===== src/rtl/addr_filt_pkg.sv =====
package addr_filt_pkg;

  localparam logic [15:0] CTRL_ETHERTYPE = 16'h8808;
  localparam logic [15:0] PAUSE_OPCODE   = 16'h0001;

  typedef enum logic [1:0] {
    CTRL_DROP_ALL   = 2'b00,
    CTRL_FWD_NOPAUSE = 2'b01,
    CTRL_FWD_ALL    = 2'b10,
    CTRL_FWD_IFPASS = 2'b11
  } ctrlPolicy_e;

  // Strobes produced by the compare datapath for the decision control
  typedef struct packed {
    logic daHit;     // destination matched an active destination entry
    logic saHit;     // source matched an active source entry
    logic saActive;  // at least one source entry enabled
    logic isMulti;   // group bit of destination set
    logic isBcast;   // destination all ones
    logic isCtrl;    // control frame type
    logic isPause;   // control frame carrying the pause opcode
  } matchFlags_t;

  typedef struct packed {
    logic        promisc;
    logic        inverseDa;
    logic        passAllMulti;
    logic        blockBcast;
    logic        inverseSa;
    logic        saEnforce;
    logic        receiveAll;
    ctrlPolicy_e ctrlPolicy;
  } filtMode_t;

endpackage


===== src/rtl/addr_filt_match.sv =====
module addr_filt_match
  import addr_filt_pkg::*;
#(
  parameter int NUM_ENTRIES = 8,
  parameter int ADDR_BYTES  = 6
) (
  input  logic                              clk,
  input  logic                              rstN,
  input  logic [ADDR_BYTES*8-1:0]           dstAddr,
  input  logic [ADDR_BYTES*8-1:0]           srcAddr,
  input  logic [15:0]                       etherType,
  input  logic [15:0]                       ctrlOpcode,
  input  logic [NUM_ENTRIES*ADDR_BYTES*8-1:0] entryAddr,
  input  logic [NUM_ENTRIES-2:0]            entryEnable,
  input  logic [NUM_ENTRIES-2:0]            entryIsSrc,
  input  logic [(NUM_ENTRIES-1)*ADDR_BYTES-1:0] entryMask,
  output matchFlags_t                       flags
);

  localparam int ADDR_W = ADDR_BYTES * 8;

  logic [NUM_ENTRIES-1:0] daHitVec;
  logic [NUM_ENTRIES-1:0] saHitVec;
  logic [NUM_ENTRIES-1:0] saEnVec;

  for (genvar i = 0; i < NUM_ENTRIES; i++) begin : g_entry
    logic                  en;
    logic                  isSrc;
    logic [ADDR_BYTES-1:0] msk;
    logic [ADDR_W-1:0]     cmpAddr;
    logic [ADDR_W-1:0]     refAddr;
    logic [ADDR_BYTES-1:0] byteOk;
    logic                  hit;

    if (i == 0) begin : g_fixed
      assign en    = 1'b1;
      assign isSrc = 1'b0;
      assign msk   = '0;
    end else begin : g_prog
      assign en    = entryEnable[i-1];
      assign isSrc = entryIsSrc[i-1];
      assign msk   = entryMask[(i-1)*ADDR_BYTES +: ADDR_BYTES];
    end

    assign refAddr = entryAddr[i*ADDR_W +: ADDR_W];
    assign cmpAddr = isSrc ? srcAddr : dstAddr;

    for (genvar b = 0; b < ADDR_BYTES; b++) begin : g_byte
      assign byteOk[b] = msk[b] | (cmpAddr[8*b +: 8] == refAddr[8*b +: 8]);
    end

    assign hit         = en & (&byteOk);
    assign daHitVec[i] = hit & ~isSrc;
    assign saHitVec[i] = hit & isSrc;
    assign saEnVec[i]  = en & isSrc;
  end

  always_comb begin
    flags.daHit    = |daHitVec;
    flags.saHit    = |saHitVec;
    flags.saActive = |saEnVec;
    flags.isMulti  = dstAddr[0];
    flags.isBcast  = &dstAddr;
    flags.isCtrl   = (etherType == CTRL_ETHERTYPE);
    flags.isPause  = (etherType == CTRL_ETHERTYPE) && (ctrlOpcode == PAUSE_OPCODE);
  end

  // an exact destination match on the fixed entry is always recognised
  p_entry0_hit_r3: assert property (@(posedge clk) disable iff (!rstN)
    (dstAddr == entryAddr[ADDR_W-1:0]) |-> flags.daHit);

endmodule


===== src/rtl/addr_filt_ctrl.sv =====
module addr_filt_ctrl
  import addr_filt_pkg::*;
(
  input  logic        clk,
  input  logic        rstN,
  input  logic        hdrValid,
  input  matchFlags_t flags,
  input  filtMode_t   mode,
  output logic        decValid,
  output logic        forward,
  output logic        daFail,
  output logic        saFail
);

  logic daFailRaw;
  logic saFailRaw;
  logic addrOk;
  logic ctrlFwd;
  logic fwdNext;
  logic daFailNext;
  logic saFailNext;

  always_comb begin
    if (flags.isBcast)
      daFailRaw = 1'b0;
    else if (flags.isMulti && mode.passAllMulti)
      daFailRaw = 1'b0;
    else
      daFailRaw = mode.inverseDa ? flags.daHit : ~flags.daHit;

    saFailRaw = flags.saActive & (mode.inverseSa ? flags.saHit : ~flags.saHit);
    addrOk    = ~daFailRaw & ~(mode.saEnforce & saFailRaw);

    unique case (mode.ctrlPolicy)
      CTRL_DROP_ALL:    ctrlFwd = 1'b0;
      CTRL_FWD_NOPAUSE: ctrlFwd = ~flags.isPause;
      CTRL_FWD_ALL:     ctrlFwd = 1'b1;
      default:          ctrlFwd = addrOk;
    endcase

    if (mode.blockBcast && flags.isBcast) fwdNext = 1'b0;
    else if (mode.promisc)                fwdNext = 1'b1;
    else if (mode.receiveAll)             fwdNext = 1'b1;
    else if (flags.isCtrl)                fwdNext = ctrlFwd;
    else                                  fwdNext = addrOk;

    daFailNext = mode.promisc ? 1'b0 : daFailRaw;
    saFailNext = mode.promisc ? 1'b0 : saFailRaw;
  end

  always_ff @(posedge clk) begin
    if (!rstN) begin
      decValid <= 1'b0;
      forward  <= 1'b0;
      daFail   <= 1'b0;
      saFail   <= 1'b0;
    end else begin
      decValid <= hdrValid;
      if (hdrValid) begin
        forward <= fwdNext;
        daFail  <= daFailNext;
        saFail  <= saFailNext;
      end
    end
  end

  p_latency_r1: assert property (@(posedge clk) disable iff (!rstN)
    hdrValid |=> decValid);

  p_no_spurious_r1: assert property (@(posedge clk) disable iff (!rstN)
    !hdrValid |=> !decValid && $stable(forward) && $stable(daFail) && $stable(saFail));

  p_promisc_r2: assert property (@(posedge clk) disable iff (!rstN)
    hdrValid && mode.promisc && !(mode.blockBcast && flags.isBcast)
    |=> forward && !daFail && !saFail);

  p_bcast_block_r6: assert property (@(posedge clk) disable iff (!rstN)
    hdrValid && mode.blockBcast && flags.isBcast |=> !forward);

  p_rxall_r9: assert property (@(posedge clk) disable iff (!rstN)
    hdrValid && mode.receiveAll && !(mode.blockBcast && flags.isBcast) |=> forward);

  p_ctrl_drop_r10: assert property (@(posedge clk) disable iff (!rstN)
    hdrValid && flags.isCtrl && mode.ctrlPolicy == CTRL_DROP_ALL
    && !mode.promisc && !mode.receiveAll |=> !forward);

endmodule


===== src/rtl/eth_rx_addr_filter.sv =====
module eth_rx_addr_filter
  import addr_filt_pkg::*;
#(
  parameter int NUM_ENTRIES = 8,
  parameter int ADDR_BYTES  = 6
) (
  input  logic                                  clk,
  input  logic                                  rstN,
  input  logic                                  hdrValid,
  input  logic [ADDR_BYTES*8-1:0]               dstAddr,
  input  logic [ADDR_BYTES*8-1:0]               srcAddr,
  input  logic [15:0]                           etherType,
  input  logic [15:0]                           ctrlOpcode,
  input  logic [NUM_ENTRIES*ADDR_BYTES*8-1:0]   entryAddr,
  input  logic [NUM_ENTRIES-2:0]                entryEnable,
  input  logic [NUM_ENTRIES-2:0]                entryIsSrc,
  input  logic [(NUM_ENTRIES-1)*ADDR_BYTES-1:0] entryMask,
  input  logic                                  promisc,
  input  logic                                  inverseDa,
  input  logic                                  passAllMulti,
  input  logic                                  blockBcast,
  input  logic                                  inverseSa,
  input  logic                                  saEnforce,
  input  logic                                  receiveAll,
  input  logic [1:0]                            ctrlPolicy,
  output logic                                  decValid,
  output logic                                  forward,
  output logic                                  daFail,
  output logic                                  saFail
);

  matchFlags_t flags;
  filtMode_t   mode;

  always_comb begin
    mode.promisc      = promisc;
    mode.inverseDa    = inverseDa;
    mode.passAllMulti = passAllMulti;
    mode.blockBcast   = blockBcast;
    mode.inverseSa    = inverseSa;
    mode.saEnforce    = saEnforce;
    mode.receiveAll   = receiveAll;
    mode.ctrlPolicy   = ctrlPolicy_e'(ctrlPolicy);
  end

  addr_filt_match #(
    .NUM_ENTRIES(NUM_ENTRIES),
    .ADDR_BYTES (ADDR_BYTES)
  ) u_match (
    .clk        (clk),
    .rstN       (rstN),
    .dstAddr    (dstAddr),
    .srcAddr    (srcAddr),
    .etherType  (etherType),
    .ctrlOpcode (ctrlOpcode),
    .entryAddr  (entryAddr),
    .entryEnable(entryEnable),
    .entryIsSrc (entryIsSrc),
    .entryMask  (entryMask),
    .flags      (flags)
  );

  addr_filt_ctrl u_ctrl (
    .clk     (clk),
    .rstN    (rstN),
    .hdrValid(hdrValid),
    .flags   (flags),
    .mode    (mode),
    .decValid(decValid),
    .forward (forward),
    .daFail  (daFail),
    .saFail  (saFail)
  );

endmodule


===== config.mk =====
export PLATFORM = sky130hd
export DESIGN_NAME = eth_rx_addr_filter
export DESIGN_NICKNAME = d
export VERILOG_FILES = /design/src/rtl/addr_filt_pkg.sv /design/src/rtl/addr_filt_match.sv /design/src/rtl/addr_filt_ctrl.sv /design/src/rtl/eth_rx_addr_filter.sv
export SDC_FILE = /design/constraint.sdc
export NUM_CORES = 1
export LEC_CHECK = 0
export BUFFER_PORTS_ARGS = -buffer_cell sky130_fd_sc_hd__buf_4
export CAP_MARGIN = 20
export CORE_AREA = 4 4 224 226
export CTS_CLUSTER_DIAMETER = 40
export DETAILED_ROUTE_END_ITERATION = 10
export DIE_AREA = 0 0 228 230
export GPL_ROUTABILITY_DRIVEN = 0
export PLACE_DENSITY = 0.5
export REMOVE_ABC_BUFFERS = 1
export SYNTH_ARGS = -nofsm -noshare
export SYNTH_HDL_FRONTEND = slang
export SYNTH_SLANG_ARGS = --single-unit

===== constraint.sdc =====
create_clock -name clk -period 3.6 [get_ports clk]
set_input_delay 0.36 -clock clk [delete_from_list [all_inputs] [get_ports clk]]
set_output_delay 0.36 -clock clk [all_outputs]
set_load 0.005 [all_outputs]

==> results.md, run 1 <==
- Status: complete, no violations
- Yosys reg bits: 4
- Final worst-path cycle share: 0.949
- Buf/Inv on CP: 3
- Reg2reg start: u_ctrl.forward$_SDFFE_PN0P_
- WP data arrival: 3.58 ns
- Initial drt markers: approximately 450
- First-pass GRT wire length: 79,700 um
- FF-to-FF path depth: 4
- H-tree depth: 1
- Mapped Area: approximately 0.0086 mm2
- Reg2reg setup slack: about 2.8 ns
- Largest area contributor in the netlist: mux2i_1
- Post-synthesis sequential area ratio: 0.00928
- Fin. max-slew vios: 0
- Lkg Pwr: between 0.006 and 0.007 uW
- Pwr dens: 150 mW/mm2
- DIE AREA: ~0.052 mm2
- Post-CTS Hold Buffers: 0
- Detailed placer's ending HPWL: around 50,000 um
- Post-CTS Setup Repair Bufs: 0
- Worst Path Max Fanout: 28
- Worst reg2reg path endpoint: u_ctrl.forward$_SDFFE_PN0P_
- Setup crit start kind: input pin
- Mapped Cells: approximately 1,000
- Layout fillers: 5,251
- Area grow syn2layout: 60.5%
- Hold Path Cell Cnt: 2
- Clock Latency Late Sink: roughly 0.23 ns
- Relative slew margins: 0.348
- Worst Hold Class: input pin to register
- Worst path max stage delay: between 0.5 and 0.6 ns
- Worst-path cell chain: buf_4 > buf_12 > mux2i_1 > xnor2_1 > nor4_1 > a21oi_1 > nor4_1 > buf_4 > nand4b_1 > and4_1 > and4b_1 > or3b_1 > o21ai_2
- Routed Antenna Nets: 0
- Maximum VDD drop: slightly below 0.08 mV
- Router iterations before antenna repair: 4
- Placed insts: between 2,000 and 2,500
- Syn Area/Cell: 8.23 um2
- Clock buffer count from CTS: 3
- Fin. Hold Viols: 0
- Worst Slack Setup Final: 0.183 ns
- CTS Sinks: 4
- Reg area: between 80 and 90 um2
- Final wirelength: around 58,000 um
- Top Family by Delay on Critical Path: simple AND/OR/NAND/NOR gates
- Pre-CTS setup slack: -0.213 ns
- Multi-input gate area: just over 0.008 mm2
- Vias per cell: between 4 and 5
- TritonCTS clock tree: yes
- Endpoints failing setup: 0
- Fraction of layout cells with a size suffix above 1: 0.394
- Die height: around 230 um
- Worst-Margin Slew: about 0.97 ns
- Max Clk Rate: 0.293 GHz
- Top Ports: between 500 and 600
- Die W: 228 um
- Num rows: a little over 80
- Netlist cell types: 37
- Largest net degree at the start of global routing: 32
- GRT Residual Overflow: 0
- Synth top area share: 0.390
- Max-cap viol count: 0
- Remaining DRCs: 0
- Starting Density: 0.178
- Nets@finish: approximately 2,200
- Crit Path Class: input pin to register
- CP max-delay cell: nor4_1
- Crit. End Element: register
- Tmin final: 3.42 ns
- Worst-path clk slew: 0.03 ns
- HP Start: rstN
- Ys Warns: 0
- Root Driver: clkbuf_16
- Core area: about 0.048 mm2
- Port bufs: about 580
- Largest cells by area after synthesis: mux2i_1 39%, xnor2_1 32%, nor4_1 7.7%
- Gr usage total: 0.206
- Layout Skew: 0 ns
- Worst path required time: 3.76 ns
- Via count: about 10,000
- Avg WL per Cell: around 26 um
- Initial antenna violation count: 3
- Sink of the worst hold path: u_ctrl.decValid$_SDFF_PN0_
- Number of global-route vias before repair: between 10,000 and 15,000
- Non-filler instance count after layout: 2,201
- RSZ-0062 raised after global routing: false
- Longest Clk Path Bufs: 2
report_power, final:
group	internal, uW	switching [uW]	leakage (uW)
registers	47.3	1.85	0.0000330
clock network	142	31.7	0.0000370
logic	980	873	0.00618
synthesized netlist by cell type:
master    number
a211o_1        1
a22oi_1        1
nand2_1        5
and4b_1        1
buf_6          3
buf_4          2
nor4_1       106
nand3_1        1
o211a_1        1
o21ai_2        1
a41oi_1        1
nor4b_1        4
a21boi_0       1
or3b_1         1
xnor2_1      320
o2111a_1       1
inv_1          5
nand4_1       27
o221ai_1       1
nor3_1         1
nor2b_1        1
nor2_1         8
and3_1         1
mux2i_1      336
and4_1         2
buf_2         25
o21a_1         2
a21oi_1       47
o21ai_0        3
dfxtp_1        4
nand4b_1       5
nand2b_1       3
xor2_1        64
clkbuf_1      60
a222oi_1       1
and2_1         1
o311a_1        1
layer usage:
metal	vias to the layer above	share of wire	global-route usage
li1	4835	-	-
met1	4880	0.43	0.261
met2	443	0.49	0.362
met3	60	0.059	0.0403
met4	2	0.024	0.0446
met5	-	0.00022	0
registers in the layout (all words and copies together), names as in the netlist:
| signal | flops |
|---|---|
| u_ctrl.forward | 1 |
| u_ctrl.saFail | 1 |
| u_ctrl.daFail | 1 |
| u_ctrl.decValid | 1 |
timing repair:
action | in CTS | in global routing
setup endpoints to repair | 0 | 1
hold endpoints to repair | 0 | 0
resized for setup | 0 | 1
how the worst max path moves through the flow:
stage             startpoint                           to  slack, ns  cells past startpoint
2_1_floorplan  entryIsSrc[6]  u_ctrl.forward$_SDFFE_PN0P_       1.19                     10
3_3_place_gp   entryIsSrc[0]  u_ctrl.forward$_SDFFE_PN0P_      -0.14                     13
3_5_place_dp   entryIsSrc[6]  u_ctrl.forward$_SDFFE_PN0P_      -0.21                     14
4_1_cts        entryIsSrc[6]  u_ctrl.forward$_SDFFE_PN0P_       0.02                     14
5_1_grt        entryIsSrc[0]  u_ctrl.forward$_SDFFE_PN0P_       0.08                     13
6_report       entryIsSrc[0]  u_ctrl.forward$_SDFFE_PN0P_       0.18                     13
logic make-up after synthesis:
| group | count (synthesis) | synth area share |
|---|---|---|
| multiplexers | 336 | 0.390 |
| AND/OR/NAND/NOR | 167 | 0.121 |
| flip-flops | 4 | 0.00929 |
| XOR/XNOR | 384 | 0.390 |
| buffers and inverters | 95 | 0.0485 |
| AO/OA/AOI/OAI | 62 | 0.0413 |
final cells by class:
class                   instances  area share
flip-flops and latches          4     0.00579
multi-input cells             949       0.588
diodes                          2    0.000362
well taps                     622      0.0562
repair buffers                616       0.343
clock buffers                   3     0.00542
inverters                       5     0.00136
per-stage QoR:
step	cell area (um2)	util	TNS, ns	power (uW)	hold slack, ns
2_1_floorplan	8230	-	0	841	0.460
3_3_place_gp	13800	0.284	-0.137	1890	0.468
3_5_place_dp	13800	0.284	-0.236	1910	0.467
4_1_cts	13800	0.286	0	2090	0.373
5_1_grt	13800	0.286	0	2210	0.379
6_report	13800	0.286	0	2080	0.370
cell usage in the layout, fill, tap and decap left out, drive strengths merged, types with 2 or more instances in the layout:
cell,n
diode,2
nand4,27
buf,616
a21oi,47
nor4,106
nor2,8
nand2,5
inv,5
mux2i,336
o21a,2
clkbuf,3
dfxtp,4
xor2,64
nand2b,3
nand4b,5
xnor2,320
nor4b,4
and4,2
o21ai,4
Power figures use the tool's default switching activity.
==> run 2, diff against run 1 <==
--- a/config.mk
+++ b/config.mk
@@ -5,6 +5,7 @@
 export SDC_FILE = /design/constraint.sdc
 export NUM_CORES = 1
 export LEC_CHECK = 0
+export ABC_AREA = 1
 export BUFFER_PORTS_ARGS = -buffer_cell sky130_fd_sc_hd__buf_4
 export CAP_MARGIN = 20
 export CORE_AREA = 4 4 224 226
@@ -12,7 +13,7 @@
 export DETAILED_ROUTE_END_ITERATION = 10
 export DIE_AREA = 0 0 228 230
 export GPL_ROUTABILITY_DRIVEN = 0
-export PLACE_DENSITY = 0.5
+export PLACE_DENSITY = 0.58
 export REMOVE_ABC_BUFFERS = 1
 export SYNTH_ARGS = -nofsm -noshare
 export SYNTH_HDL_FRONTEND = slang
==> run 2 against run 1 <==
Final area grew 25%. Clock power increased by 9%. Critical path depth up 11. Routed wire length is 32% higher. Global-route usage is 6.8 points higher. Flip-flop and latch count unchanged. Largest power group unchanged. Die area unchanged.
==> results.md, run 2 <==
- Largest cells by area after synthesis: nand2_1 50%, nand3b_1 10%, inv_1 9.1%
- Remaining DRCs: 0
- Clock buffer count from CTS: 3
- Max Clk Rate: about 0.35 GHz
- Clock power frac: 0.081
- Most frequent cell after synthesis: nand2_1
- CP max-delay cell: inv_2
- Worst-Margin Slew: 0.673 ns
- Worst-path clk slew: about 0.040 ns
- Tmin final: between 2 and 3 ns
- Worst Hold Class: input pin to register
- Initial drt markers: roughly 1,600
- Mapped Area: 0.0124 mm2
- Commonest non-fill, non-tap cell in the layout: nand2_1
- Post-CTS Setup Repair Bufs: 0
- Gr usage total: 0.273
- Post-synthesis sequential area ratio: 0.00645
- Area after DPL: 0.0172 mm2
- Final worst-path cycle share: 0.783
- Area grow syn2layout: 39.5%
- PostCTS Resize Cnt: 0
- Sequential Power Share: 0.021
- Relative slew margins: 0.551
- Final wirelength: roughly 76,000 um
- Starting Density: 0.257
- Setup TNS: 0 ns
- Longest Clk Path Bufs: 2
- Routed Antenna Nets: 0
- Number of global-route vias before repair: about 17,000
- Top Family by Delay on Critical Path: simple AND/OR/NAND/NOR gates
- Sw frac: 0.530
- Syn Area/Cell: between 4 and 5 um2
- Largest net degree at the start of global routing: between 50 and 60
- Reg area: about 80 um2
- Fraction of layout cells with a size suffix above 1: 0.189
- Number of synthesized flops with an enable pin: 0
- H-tree depth: 1
- Post-Layout Inst Area: between 0.015 and 0.02 mm2
- Root Driver: clkbuf_16
- Net Sw Power: between 1000 and 1500 uW
- Post-synth top cells: 1,667 x nand2_1, 300 x inv_1, 217 x nand3_1
- Lkg Pwr: approximately 0.011 uW
- Mapped Cells: around 2,800
- Post-CTS Hold Buffers: 0
- Worst path required time: approximately 3.7 ns
- TritonCTS clock tree: yes
- Initial antenna violation count: 9
- Maximum VDD drop: ~0.094 mV
- Worst Path Max Fanout: 13
- Comb pwr share: 0.898
- Avg WL per Cell: roughly 19 um
- Multi-input gate area: 0.0105 mm2
- Setup crit start kind: input pin
- Largest area contributor in the netlist: nand2_1
- Die W: 228 um
- Endpoints failing setup: 0
- DIE AREA: between 0.05 and 0.06 mm2
- Power Internal: about 1100 uW
- Clock Latency Late Sink: between 0.2 and 0.25 ns
- Pwr dens: roughly 130 mW/mm2
- Top Ports: roughly 600
- Worst-path cell chain: buf_4 > inv_2 > buf_4 > nand2_1 > nand2_1 > nand2_1 > nand2_1 > nand2_1 > nor2_1 > nand2_1 > nand2_1 > nand2_1 > nor2_1 > nand3_1 > nand2_1 > nor2_1 > nand3_1 > nand4_1 > nand2_1 > nand2_1 > nand2_1 > nand2_1 > nand2_1 > a21oi_2
- Vias per cell: approximately 4.8
- Synth top area share: 0.504
- Crit Path Class: input pin to register
- Netlist cell types: 29
- Most frequent cells in the layout: 1,667 x nand2_1, 602 x buf_4, 300 x inv_1
- Via count: 19,100
- Status: complete, no violations
- Layout fillers: 5,528
- Ys flop type: dfxtp_1
- Yosys reg bits: 4
- Crit. End Element: register
- Num rows: a little over 80
- Buf/Inv on CP: 3
- Max-cap viol count: 0
- Die height: 230 um
- Layout Skew: 0 ns
- Worst path max stage delay: 0.34 ns
- Port bufs: about 580
- Fin. Hold Viols: 0
- Core area: 0.0483 mm2
- CTS Sinks: 4
- Fin. max-slew vios: 0
- Nets@finish: a little under 4,000
- GRT Residual Overflow: 0
- First-pass GRT wire length: roughly 110,000 um
- WP data arrival: 2.94 ns
- Detailed placer's ending HPWL: around 64,000 um
- Router iterations before antenna repair: 6
- Ys Warns: 0
- RSZ-0062 raised after global routing: false
- Async set-reset flop share out of synthesis: 0
- Most frequent CP cell: nand2_1
==> run 2: cell count changes after synthesis, sizes merged, moves of 32 or more <==
cell,before,now
nand2,5,1667
a21oi,47,15
xor2,64,0
o21ai,4,41
nor2,8,123
nand3b,0,165
mux2i,336,0
nand3,1,217
nor4,106,10
inv,5,307
xnor2,320,45
buf,30,80
==> run 2: worst register-to-register path: stages, from the launching register on <==
cell and delay (ns):
dfxtp_1 0.34, nand2_1 0.06, a21oi_1 0.13
==> run 2: path summary, 6_finish.rpt <==
check                             startpoint                          end  slack, ns  cells after the start
hold / removal                      hdrValid   u_ctrl.decValid$_SDFF_PN0_       0.39                      3
setup reg to reg  u_ctrl.daFail$_SDFFE_PN0P_   u_ctrl.daFail$_SDFFE_PN0P_       3.00                      2
setup / recovery               entryIsSrc[5]  u_ctrl.forward$_SDFFE_PN0P_       0.78                     24
hold reg to reg   u_ctrl.saFail$_SDFFE_PN0P_   u_ctrl.saFail$_SDFFE_PN0P_       0.47                      2
==> run 2: stage by stage <==
stage | util | setup WS [ns] | hold slack, ns | std cells | total power [uW]
finish | 0.358 | 0.781 | 0.390 | 3940 | 2330
global route | 0.358 | 0.468 | 0.387 | 3939 | 2570
CTS | 0.358 | 0.808 | 0.378 | 3936 | 2320
detailed placement | 0.356 | 0.568 | 0.460 | 3933 | 2130
global placement | 0.356 | 0.609 | 0.465 | 3933 | 2110
floorplan | - | 1.42 | 0.453 | 2700 | 1000
==> run 2: cell type report <==
class	instances	area share
clock buffer	3	0.00434
sequential	4	0.00463
tap	622	0.0450
multi-input combinational	2389	0.607
timing repair buffer	611	0.272
inverter	307	0.0667
antenna	4	0.000578
==> run 2: power by group through the flow <==
stage          Clock [uW]  Sequential, uW  Combinational (uW)
6_report              190            48.2                2090
5_1_grt               192            48.6                2330
4_1_cts               191            48.2                2090
3_5_place_dp            0            48.9                2080
3_3_place_gp            0            48.9                2070
2_1_floorplan           0            48.7                 953
==> run 2: cells by family after synthesis <==
logic type,count (synthesis),synth area share
DFF,4,0.00646
AOI/OAI and AO/OA,97,0.0483
xor gates and xnor gates,45,0.0318
buffers and inverters,432,0.146
and+or+nand+nor,2247,0.767
==> run 2: routing by layer <==
layer | up-vias | part of all wire | global-route usage | routed length [um]
li1 | 9761 | - | - | -
met1 | 8267 | 0.42 | 0.352 | 32100
met2 | 901 | 0.46 | 0.465 | 35000
met3 | 111 | 0.088 | 0.0539 | 6710
met4 | 10 | 0.032 | 0.0754 | 2450
met5 | - | 0.00093 | 0 | 71
